[src/rtl/dsk_pkg.sv]
package dsk_pkg;
  localparam int CHAR_W = 10;
  localparam int SLOTS  = 4;

  typedef struct packed {
    logic              k;
    logic              comma;
    logic [CHAR_W-1:0] ch;
  } lane_ent_t;

  localparam int ENT_W = $bits(lane_ent_t);

  // seven-bit sync pattern in either polarity, bit 0 first on the line
  function automatic logic is_comma(input logic [CHAR_W-1:0] c);
    return (c[6:0] == 7'b1111100) || (c[6:0] == 7'b0000011);
  endfunction
endpackage

[src/rtl/dsk_lane_fifo.sv]
module dsk_lane_fifo #(
  parameter int W     = 12,
  parameter int DEPTH = 8
) (
  input  logic         clk,
  input  logic         rst,
  input  logic         flush,
  input  logic         wr_en,
  input  logic [W-1:0] wr_data,
  input  logic         rd_en,
  output logic [W-1:0] head,
  output logic         empty,
  output logic         full
);
  localparam int AW = $clog2(DEPTH);

  logic [W-1:0] mem [DEPTH];
  logic [AW-1:0] wp, rp;
  logic [AW:0]   cnt;
  logic          push, pop;

  assign empty = (cnt == '0);
  assign full  = (cnt == (AW+1)'(DEPTH));
  assign push  = wr_en && !full && !flush;
  assign pop   = rd_en && !empty && !flush;
  assign head  = mem[rp];

  // storage without reset so it maps to distributed RAM
  always_ff @(posedge clk) begin
    if (push) mem[wp] <= wr_data;
  end

  always_ff @(posedge clk) begin
    if (rst || flush) begin
      wp  <= '0;
      rp  <= '0;
      cnt <= '0;
    end else begin
      if (push) wp <= wp + 1'b1;
      if (pop)  rp <= rp + 1'b1;
      case ({push, pop})
        2'b10:   cnt <= cnt + 1'b1;
        2'b01:   cnt <= cnt - 1'b1;
        default: cnt <= cnt;
      endcase
    end
  end

  assert_no_underflow_R9: assert property (@(posedge clk) disable iff (rst)
    rd_en |-> !empty);
  assert_no_overflow_R9: assert property (@(posedge clk) disable iff (rst)
    cnt <= (AW+1)'(DEPTH));
endmodule

[src/rtl/dsk_align_ctrl.sv]
module dsk_align_ctrl #(
  parameter int NUM_LANES  = 2,
  parameter int SLOTS      = 4,
  parameter int FAIL_LIMIT = 4
) (
  input  logic                     clk,
  input  logic                     rst,
  input  logic [NUM_LANES-1:0]     nonempty,
  input  logic [NUM_LANES-1:0]     head_comma,
  output logic [NUM_LANES-1:0]     pop,
  output logic                     rd_all,
  output logic [$clog2(SLOTS)-1:0] slot_idx,
  output logic                     emit,
  output logic                     flush,
  output logic                     aligned
);
  localparam int SW = $clog2(SLOTS);
  localparam int FW = $clog2(FAIL_LIMIT + 1);

  logic          aligned_q;
  logic [SW-1:0] slot_q;
  logic [FW-1:0] fail_cnt;
  logic          all_ne, all_c, any_c, mismatch;

  assign all_ne   = &nonempty;
  assign all_c    = &head_comma;
  assign any_c    = |head_comma;
  assign rd_all   = aligned_q && all_ne;
  assign slot_idx = any_c ? '0 : slot_q;
  assign mismatch = rd_all && any_c && !all_c;
  assign flush    = mismatch && (fail_cnt == FW'(FAIL_LIMIT - 1));
  assign emit     = rd_all && (slot_idx == SW'(SLOTS - 1)) && !flush;
  assign aligned  = aligned_q;

  for (genvar g = 0; g < NUM_LANES; g++) begin : g_pop
    // hunting: drop non-comma heads; locked: common read
    assign pop[g] = aligned_q ? rd_all : (nonempty[g] && !head_comma[g]);
  end

  always_ff @(posedge clk) begin
    if (rst || flush) begin
      aligned_q <= 1'b0;
      slot_q    <= '0;
      fail_cnt  <= '0;
    end else if (!aligned_q) begin
      slot_q   <= '0;
      fail_cnt <= '0;
      if (all_ne && all_c) aligned_q <= 1'b1;
    end else if (rd_all) begin
      slot_q <= (slot_idx == SW'(SLOTS - 1)) ? '0 : slot_idx + 1'b1;
      if (mismatch)   fail_cnt <= fail_cnt + 1'b1;
      else if (any_c) fail_cnt <= '0;
    end
  end

  assert_fail_bound_R7: assert property (@(posedge clk) disable iff (rst)
    fail_cnt < FW'(FAIL_LIMIT));
  assert_drop_after_misses_R7: assert property (@(posedge clk) disable iff (rst)
    $fell(aligned_q) |-> ($past(fail_cnt) == FW'(FAIL_LIMIT - 1)) && $past(mismatch));
  assert_lock_on_commas_R3: assert property (@(posedge clk) disable iff (rst)
    $rose(aligned_q) |-> $past(all_c) && $past(all_ne));
endmodule

[src/rtl/dsk_word_pack.sv]
module dsk_word_pack #(
  parameter int CHAR_W = 10,
  parameter int SLOTS  = 4
) (
  input  logic                     clk,
  input  logic                     rst,
  input  logic                     clr,
  input  logic                     load,
  input  logic [$clog2(SLOTS)-1:0] slot_idx,
  input  logic [CHAR_W-1:0]        ent_ch,
  input  logic                     ent_k,
  input  logic                     ent_comma,
  input  logic                     emit,
  output logic [SLOTS*CHAR_W-1:0]  word,
  output logic [SLOTS-1:0]         commas,
  output logic [SLOTS-1:0]         ks
);
  localparam int SW = $clog2(SLOTS);

  logic [SLOTS*CHAR_W-1:0] chars_q, chars_n;
  logic [SLOTS-1:0]        com_q, com_n, k_q, k_n;

  always_comb begin
    chars_n = chars_q;
    com_n   = com_q;
    k_n     = k_q;
    for (int s = 0; s < SLOTS; s++) begin
      if (load && (slot_idx == SW'(s))) begin
        chars_n[s*CHAR_W +: CHAR_W] = ent_ch;
        com_n[s] = ent_comma;
        k_n[s]   = ent_k;
      end
    end
  end

  always_ff @(posedge clk) begin
    if (rst || clr) begin
      chars_q <= '0;
      com_q   <= '0;
      k_q     <= '0;
    end else if (load) begin
      chars_q <= chars_n;
      com_q   <= com_n;
      k_q     <= k_n;
    end
  end

  always_ff @(posedge clk) begin
    if (rst) begin
      word   <= '0;
      commas <= '0;
      ks     <= '0;
    end else if (emit) begin
      word   <= chars_n;
      commas <= com_n;
      ks     <= k_n;
    end
  end
endmodule

[src/rtl/lane_bond_deskew.sv]
module lane_bond_deskew #(
  parameter int NUM_LANES  = 2,
  parameter int FIFO_DEPTH = 8,
  parameter int FAIL_LIMIT = 4
) (
  input  logic                                         clk,
  input  logic                                         rst,
  input  logic [NUM_LANES-1:0]                         in_valid,
  input  logic [NUM_LANES*dsk_pkg::CHAR_W-1:0]         in_char,
  input  logic [NUM_LANES-1:0]                         in_k,
  output logic                                         out_valid,
  output logic [NUM_LANES*dsk_pkg::SLOTS*dsk_pkg::CHAR_W-1:0] out_word,
  output logic [NUM_LANES*dsk_pkg::SLOTS-1:0]          out_comma,
  output logic [NUM_LANES*dsk_pkg::SLOTS-1:0]          out_k,
  output logic                                         aligned
);
  import dsk_pkg::*;
  localparam int SW    = $clog2(SLOTS);
  localparam int WORD_W = SLOTS * CHAR_W;

  logic [NUM_LANES-1:0] nonempty, head_comma, pop, fifo_empty;
  logic                 rd_all, emit, flush;
  logic [SW-1:0]        slot_idx;
  lane_ent_t            heads [NUM_LANES];

  for (genvar l = 0; l < NUM_LANES; l++) begin : g_lane
    lane_ent_t wr_ent;
    logic [ENT_W-1:0] head_raw;
    logic full_unused;

    assign wr_ent.ch    = in_char[l*CHAR_W +: CHAR_W];
    assign wr_ent.k     = in_k[l];
    assign wr_ent.comma = is_comma(in_char[l*CHAR_W +: CHAR_W]);

    dsk_lane_fifo #(.W(ENT_W), .DEPTH(FIFO_DEPTH)) fifo_i (
      .clk     (clk),
      .rst     (rst),
      .flush   (flush),
      .wr_en   (in_valid[l]),
      .wr_data (wr_ent),
      .rd_en   (pop[l]),
      .head    (head_raw),
      .empty   (fifo_empty[l]),
      .full    (full_unused)
    );

    assign heads[l]      = lane_ent_t'(head_raw);
    assign nonempty[l]   = !fifo_empty[l];
    assign head_comma[l] = nonempty[l] && heads[l].comma;

    dsk_word_pack #(.CHAR_W(CHAR_W), .SLOTS(SLOTS)) pack_i (
      .clk       (clk),
      .rst       (rst),
      .clr       (flush),
      .load      (rd_all),
      .slot_idx  (slot_idx),
      .ent_ch    (heads[l].ch),
      .ent_k     (heads[l].k),
      .ent_comma (heads[l].comma),
      .emit      (emit),
      .word      (out_word[l*WORD_W +: WORD_W]),
      .commas    (out_comma[l*SLOTS +: SLOTS]),
      .ks        (out_k[l*SLOTS +: SLOTS])
    );
  end

  dsk_align_ctrl #(.NUM_LANES(NUM_LANES), .SLOTS(SLOTS), .FAIL_LIMIT(FAIL_LIMIT)) ctrl_i (
    .clk        (clk),
    .rst        (rst),
    .nonempty   (nonempty),
    .head_comma (head_comma),
    .pop        (pop),
    .rd_all     (rd_all),
    .slot_idx   (slot_idx),
    .emit       (emit),
    .flush      (flush),
    .aligned    (aligned)
  );

  always_ff @(posedge clk) begin
    if (rst) out_valid <= 1'b0;
    else     out_valid <= emit;
  end

  assert_valid_needs_lock_R9: assert property (@(posedge clk) disable iff (rst)
    out_valid |-> aligned);
  assert_flush_empties_R7: assert property (@(posedge clk) disable iff (rst)
    $fell(aligned) |-> &fifo_empty);

  for (genvar l = 0; l < NUM_LANES; l++) begin : g_chk
    assert_comma_first_slot_R6: assert property (@(posedge clk) disable iff (rst)
      out_valid |-> (out_comma[l*SLOTS+1 +: SLOTS-1] == '0));
  end
endmodule

[config.mk]
export PLATFORM = sky130hd
export DESIGN_NAME = lane_bond_deskew
export DESIGN_NICKNAME = d
export VERILOG_FILES = /design/src/rtl/dsk_pkg.sv /design/src/rtl/dsk_lane_fifo.sv /design/src/rtl/dsk_align_ctrl.sv /design/src/rtl/dsk_word_pack.sv /design/src/rtl/lane_bond_deskew.sv
export SDC_FILE = /design/constraint.sdc
export NUM_CORES = 1
export LEC_CHECK = 0
export ABC_CLOCK_PERIOD_IN_PS = 7500
export BUFFER_PORTS_ARGS = -buffer_cell sky130_fd_sc_hd__buf_2
export CAP_MARGIN = 30
export CORE_ASPECT_RATIO = 1.4
export CORE_UTILIZATION = 40
export CTS_CLUSTER_SIZE = 24
export DETAILED_ROUTE_END_ITERATION = 6
export PLACE_DENSITY_LB_ADDON = 0.1
export SYNTH_ARGS = -nofsm -noshare
export SYNTH_HDL_FRONTEND = slang
export SYNTH_HIERARCHICAL = 1
export SYNTH_SLANG_ARGS = --single-unit
[constraint.sdc]
create_clock -name clk -period 7.5 [get_ports clk]
set_clock_uncertainty 0.1 [all_clocks]
set_input_delay 1.125 -clock clk [delete_from_list [all_inputs] [get_ports clk]]
set_output_delay 1.125 -clock clk [all_outputs]
set_load 0.03 [all_outputs]
## After elaboration in Yosys (flattened, before gate mapping)

Memories as Yosys holds them, arrays and structs flattened. A register that Yosys moved wholly into a read port is not among the register bits.
Cells that the tools add are included.

| word-level totals | value |
|---|---|
| register bits | 219 |
| output and inout bits | 98 |
| input port bits | 26 |
| memory bits (read-only) | 0 |
| bits in writable memories | 192 |
| bits in latches | 0 |
| memories | 2 |
| logic and storage cells | 135 |

Memory list:

| memory | depth | bits a word | read ports | clocked after Yosys merged registers in | write ports | RTL line | source |
|---|---|---|---|---|---|---|---|
| g_lane[0].fifo_i.mem | 8 | 12 | 1 | 1 | 1 | dsk_lane_fifo.sv:17 | `logic [W-1:0] mem [DEPTH];` |
| g_lane[1].fifo_i.mem | 8 | 12 | 1 | 1 | 1 | dsk_lane_fifo.sv:17 |  |

| cells by class | value |
|---|---|
| shift operators | 0 |
| bitwise operators | 1 |
| magnitude comparators | 0 |
| $mul | 0 |
| equality and inequality tests | 14 |
| div/mod/pow operators | 0 |
| mux-type cells | 42 |
| reduce and logical (&&, ||, !) cells | 44 |
| add/subtract/negate cells | 10 |

Operators by type and width:

| operator | count |
|---|---|
| $mux W10 | 8 |
| $mux W1 | 24 |
| $logic_and A1 B1 Y1 | 22 |
| $mux W3 | 6 |
| $pmux W4 S2 | 2 |
| $add A3 B1 Y3 const B | 5 |
| $eq A7 B2 Y1 const B | 2 |
| $eq A7 B7 Y1 const B | 2 |
| $add A4 B1 Y4 const B | 2 |
| $eq A2 B2 Y1 const B | 4 |
| $eq A4 B4 Y1 const B | 2 |
| $logic_not A1 Y1 | 8 |
| $logic_not A4 Y1 | 2 |
| $sub A4 B1 Y4 const B | 2 |
| $eq A2 B1 Y1 const B | 3 |
| $reduce_and A2 Y1 | 3 |
| $reduce_bool A2 Y1 | 3 |
| $mux W2 | 2 |
| $reduce_or A2 Y1 | 2 |
| $eq A3 B2 Y1 const B | 1 |
| $logic_or A1 B1 Y1 | 3 |
| $add A2 B1 Y2 const B | 1 |
| $logic_not A2 Y1 | 1 |
| $not A1 Y1 | 1 |

## Logic depth before layout (Yosys ltp)

| depth | value |
|---|---|
| depth after elaboration | 11 |
| mapped depth | 16 |
| depth with buffers taken out | 14 |

## Modules after synthesis

Netlist, hierarchy kept.

By module, submodules not included:

| module | sequential area each (µm²) | cells each | instances | area each (µm²) |
|---|---|---|---|---|
| dsk_word_pack | 1,921.8 | 321 | 2 | 3,364.5 |
| dsk_lane_fifo (g_lane[0].fifo_i) | 3,143.0 | 219 | 1 | 4,403.0 |
| dsk_lane_fifo (g_lane[1].fifo_i) | 3,143.0 | 219 | 1 | 4,399.2 |
| dsk_align_ctrl | 120.1 | 46 | 1 | 364.1 |
| lane_bond_deskew | 20.0 | 18 | 1 | 113.9 |

## Worst setup path after synthesis

Ideal clock, no wire load.

| timing | value |
|---|---|
| kind | flip-flop to flip-flop |
| from | register with a tool-made name |
| to | memory g_lane[0].fifo_i.mem[0][0] (enable) |
| slack | 3,649 ps |
| stages on the path, launching flop included | 10 |
| buffers on the path | 2 |
| data arrival time | 3,355 ps |
| data required time | 7,004 ps |
| period minus slack after synthesis | 3,851 ps |
| library setup time | 396 ps |
| path through | dfxtp_1 -> buf_6 -> buf_6 -> mux4_1 -> mux2_2 -> nor2b_1 -> xor2_1 -> and3_2 -> or3_4 -> nor3_1 |

RTL lines:

| what | RTL line |
|---|---|
| to (decl) | dsk_lane_fifo.sv:17 |

==> reports/metrics.yaml <==
ant_nets: 0
hold_viol: 0
final_max_slew_viol_count: 0
grt_pass1_vias: 9011
p_per_area_nw_per_um2: 291
antenna_cells: 0
ios: 124
syn_nets: 1181
slew_headroom_pct: 36.9
clk_pin_slew_ns: 0.06
final_layout_size_suffix_gt1_share_pct: 19.9
critPathLaunchType: "register"
drc_errors: 0
numPortBuffers: 123
grt_pass1_wl_mm: 53.6
cts_tree: "done"
antenna_found_initial: 0
final_cell_mix: "229 x nor2_1, 223 x dfxtp_1, 192 x edfxtp_1"
fmax_mhz: 203
dpl.hpwl_mm: 21.8
vias: 9119
grtUsageTotal_pct: 17.4
num-fill-cells: 3593
dp_cells: 1737
yosysWarnings: 6
crit_fanout: 93
wire_per_inst_um: 19.3
cts_resized: 0
postRouteWirelength_mm: 34.9
core_area_um2: 39400
cts_setup_buffers: 0
viasPerCell: 5.02
row_count: 86
worstPathRequired_ns: 7.84
postLayoutCoreUtil_pct: 46.3
outcome: "completed"
cts_buffers: 42
cts.htree.levels: 2
initial_core_util_pct: 40.6
worstSetupEndpointType: "register"
postSynthAreaPerCell_um2: 14.0
final_common_cell: "nor2_1"
cts_sinks: 417
setup_viol: 0
drv_cap: 0
p_leak_nw: 6.34
drt-initial-drc-count: 520
final_cells: 1815
hp-class: "reg2reg"
postCtsHoldBufs: 0
clk_latency_ns: 0.55
syn_to_final_growth_pct: 14.0
die_area_um2: 40800
netlist_instances: 1142
post-route-period-util_pct: 65.6
drt_pre_antenna_iters: 5
ir_drop_v: 0.000193
multi_input_area_um2: 5230
reg2reg_setup_slack_ns: 2.58
fin_setup_tns_ns: 0
overflow: 0
arrival_ns: 5.26
grt_max_degree: 94
place.gp.congestion: 0.710
cts-root-buf: "clkbuf_16"
tightest_slew_ns: 0.945
rsz0062_at_grt: "no"
path_class: "reg2reg"
clockBufferDepth: 3
fp.dieH_um: 239
fin_nets: 1293
chipWidth_um: 171
period_minus_slack_ns: 4.92
synth_area_um2: 16000
final-seq-area_um2: 10300
==> per-stage QoR <==
| stage | cell area (um^2) | total power, mW | setup slack [ns] | hold slack, ns |
|---|---|---|---|---|
| finish | 18200 | 5.32 | 2.58 | 0.357 |
| global route | 18200 | 5.56 | 2.14 | 0.388 |
| CTS | 18200 | 5.42 | 2.59 | 0.363 |
| detailed placement | 17000 | 3.41 | 2.56 | 0.354 |
| global placement | 17000 | 3.40 | 2.72 | 0.347 |
| floorplan | 16000 | 3.17 | 3.65 | 0.332 |
==> report_power, final <==
group | leakage, nW | switching (mW) | internal [mW] | total, mW
clock | 0.627 | 0.854 | 1.14 | 1.99
combinational | 2.15 | 0.406 | 0.330 | 0.736
sequential | 3.57 | 0.118 | 2.47 | 2.59
==> routing by layer <==
metal | vias up | share of wire (%) | global-route usage (%)
li1 | 4469 | - | -
met1 | 4427 | 41 | 20.4
met2 | 166 | 52 | 31.6
met3 | 57 | 4.5 | 3.48
met4 | 0 | 2.4 | 5.36
met5 | - | 0 | 0
==> worst max-delay path: stages (launching register included) <==
cell and delay [ns]:
dfxtp_2 0.85, mux4_1 0.63, mux2_2 0.33, nor2b_1 0.19
nor2_1 0.29, and2_1 0.47, ha_1 0.22, nand2_1 0.08
nor2_4 0.45, buf_4 0.78, nor2_1 0.11, a211oi_1 0.25
==> state kept, by name, indices dropped and copies added (netlist names), named ones only <==
register / count
ctrl_i/aligned: 1
ctrl_i/fail_cnt: 3
ctrl_i/slot_q: 2
g_lane.fifo_i/cnt: 8
g_lane.fifo_i/mem: 192
g_lane.fifo_i/rp: 6
g_lane.fifo_i/wp: 6
g_lane.pack_i/chars_q: 80
g_lane.pack_i/com_q: 8
g_lane.pack_i/commas: 8
g_lane.pack_i/k_q: 8
g_lane.pack_i/ks: 8
g_lane.pack_i/word: 80
out_valid: 1
==> final cells by class <==
type	instances	area share [%]
multi-input cells	642	28.6
flip-flops and latches	417	56.3
repair buffers	144	4.25
clock inverters	16	0.734
inverters	7	0.144
well taps	528	3.62
clock buffers	61	6.32
==> final timing paths <==
path,cells past startpoint,end,from
max reg2reg,11,g_lane[1].pack_i/word[13]$_SDFFE_PP0P_,register
max,11,g_lane[1].pack_i/word[13]$_SDFFE_PP0P_,register
min reg2reg,2,ctrl_i/slot_q[1]$_SDFFE_PP0N_,ctrl_i/slot_q[1]$_SDFFE_PP0N_
min,2,ctrl_i/slot_q[1]$_SDFFE_PP0N_,ctrl_i/slot_q[1]$_SDFFE_PP0N_
No activity file was read; power rests on OpenSTA's default activity.
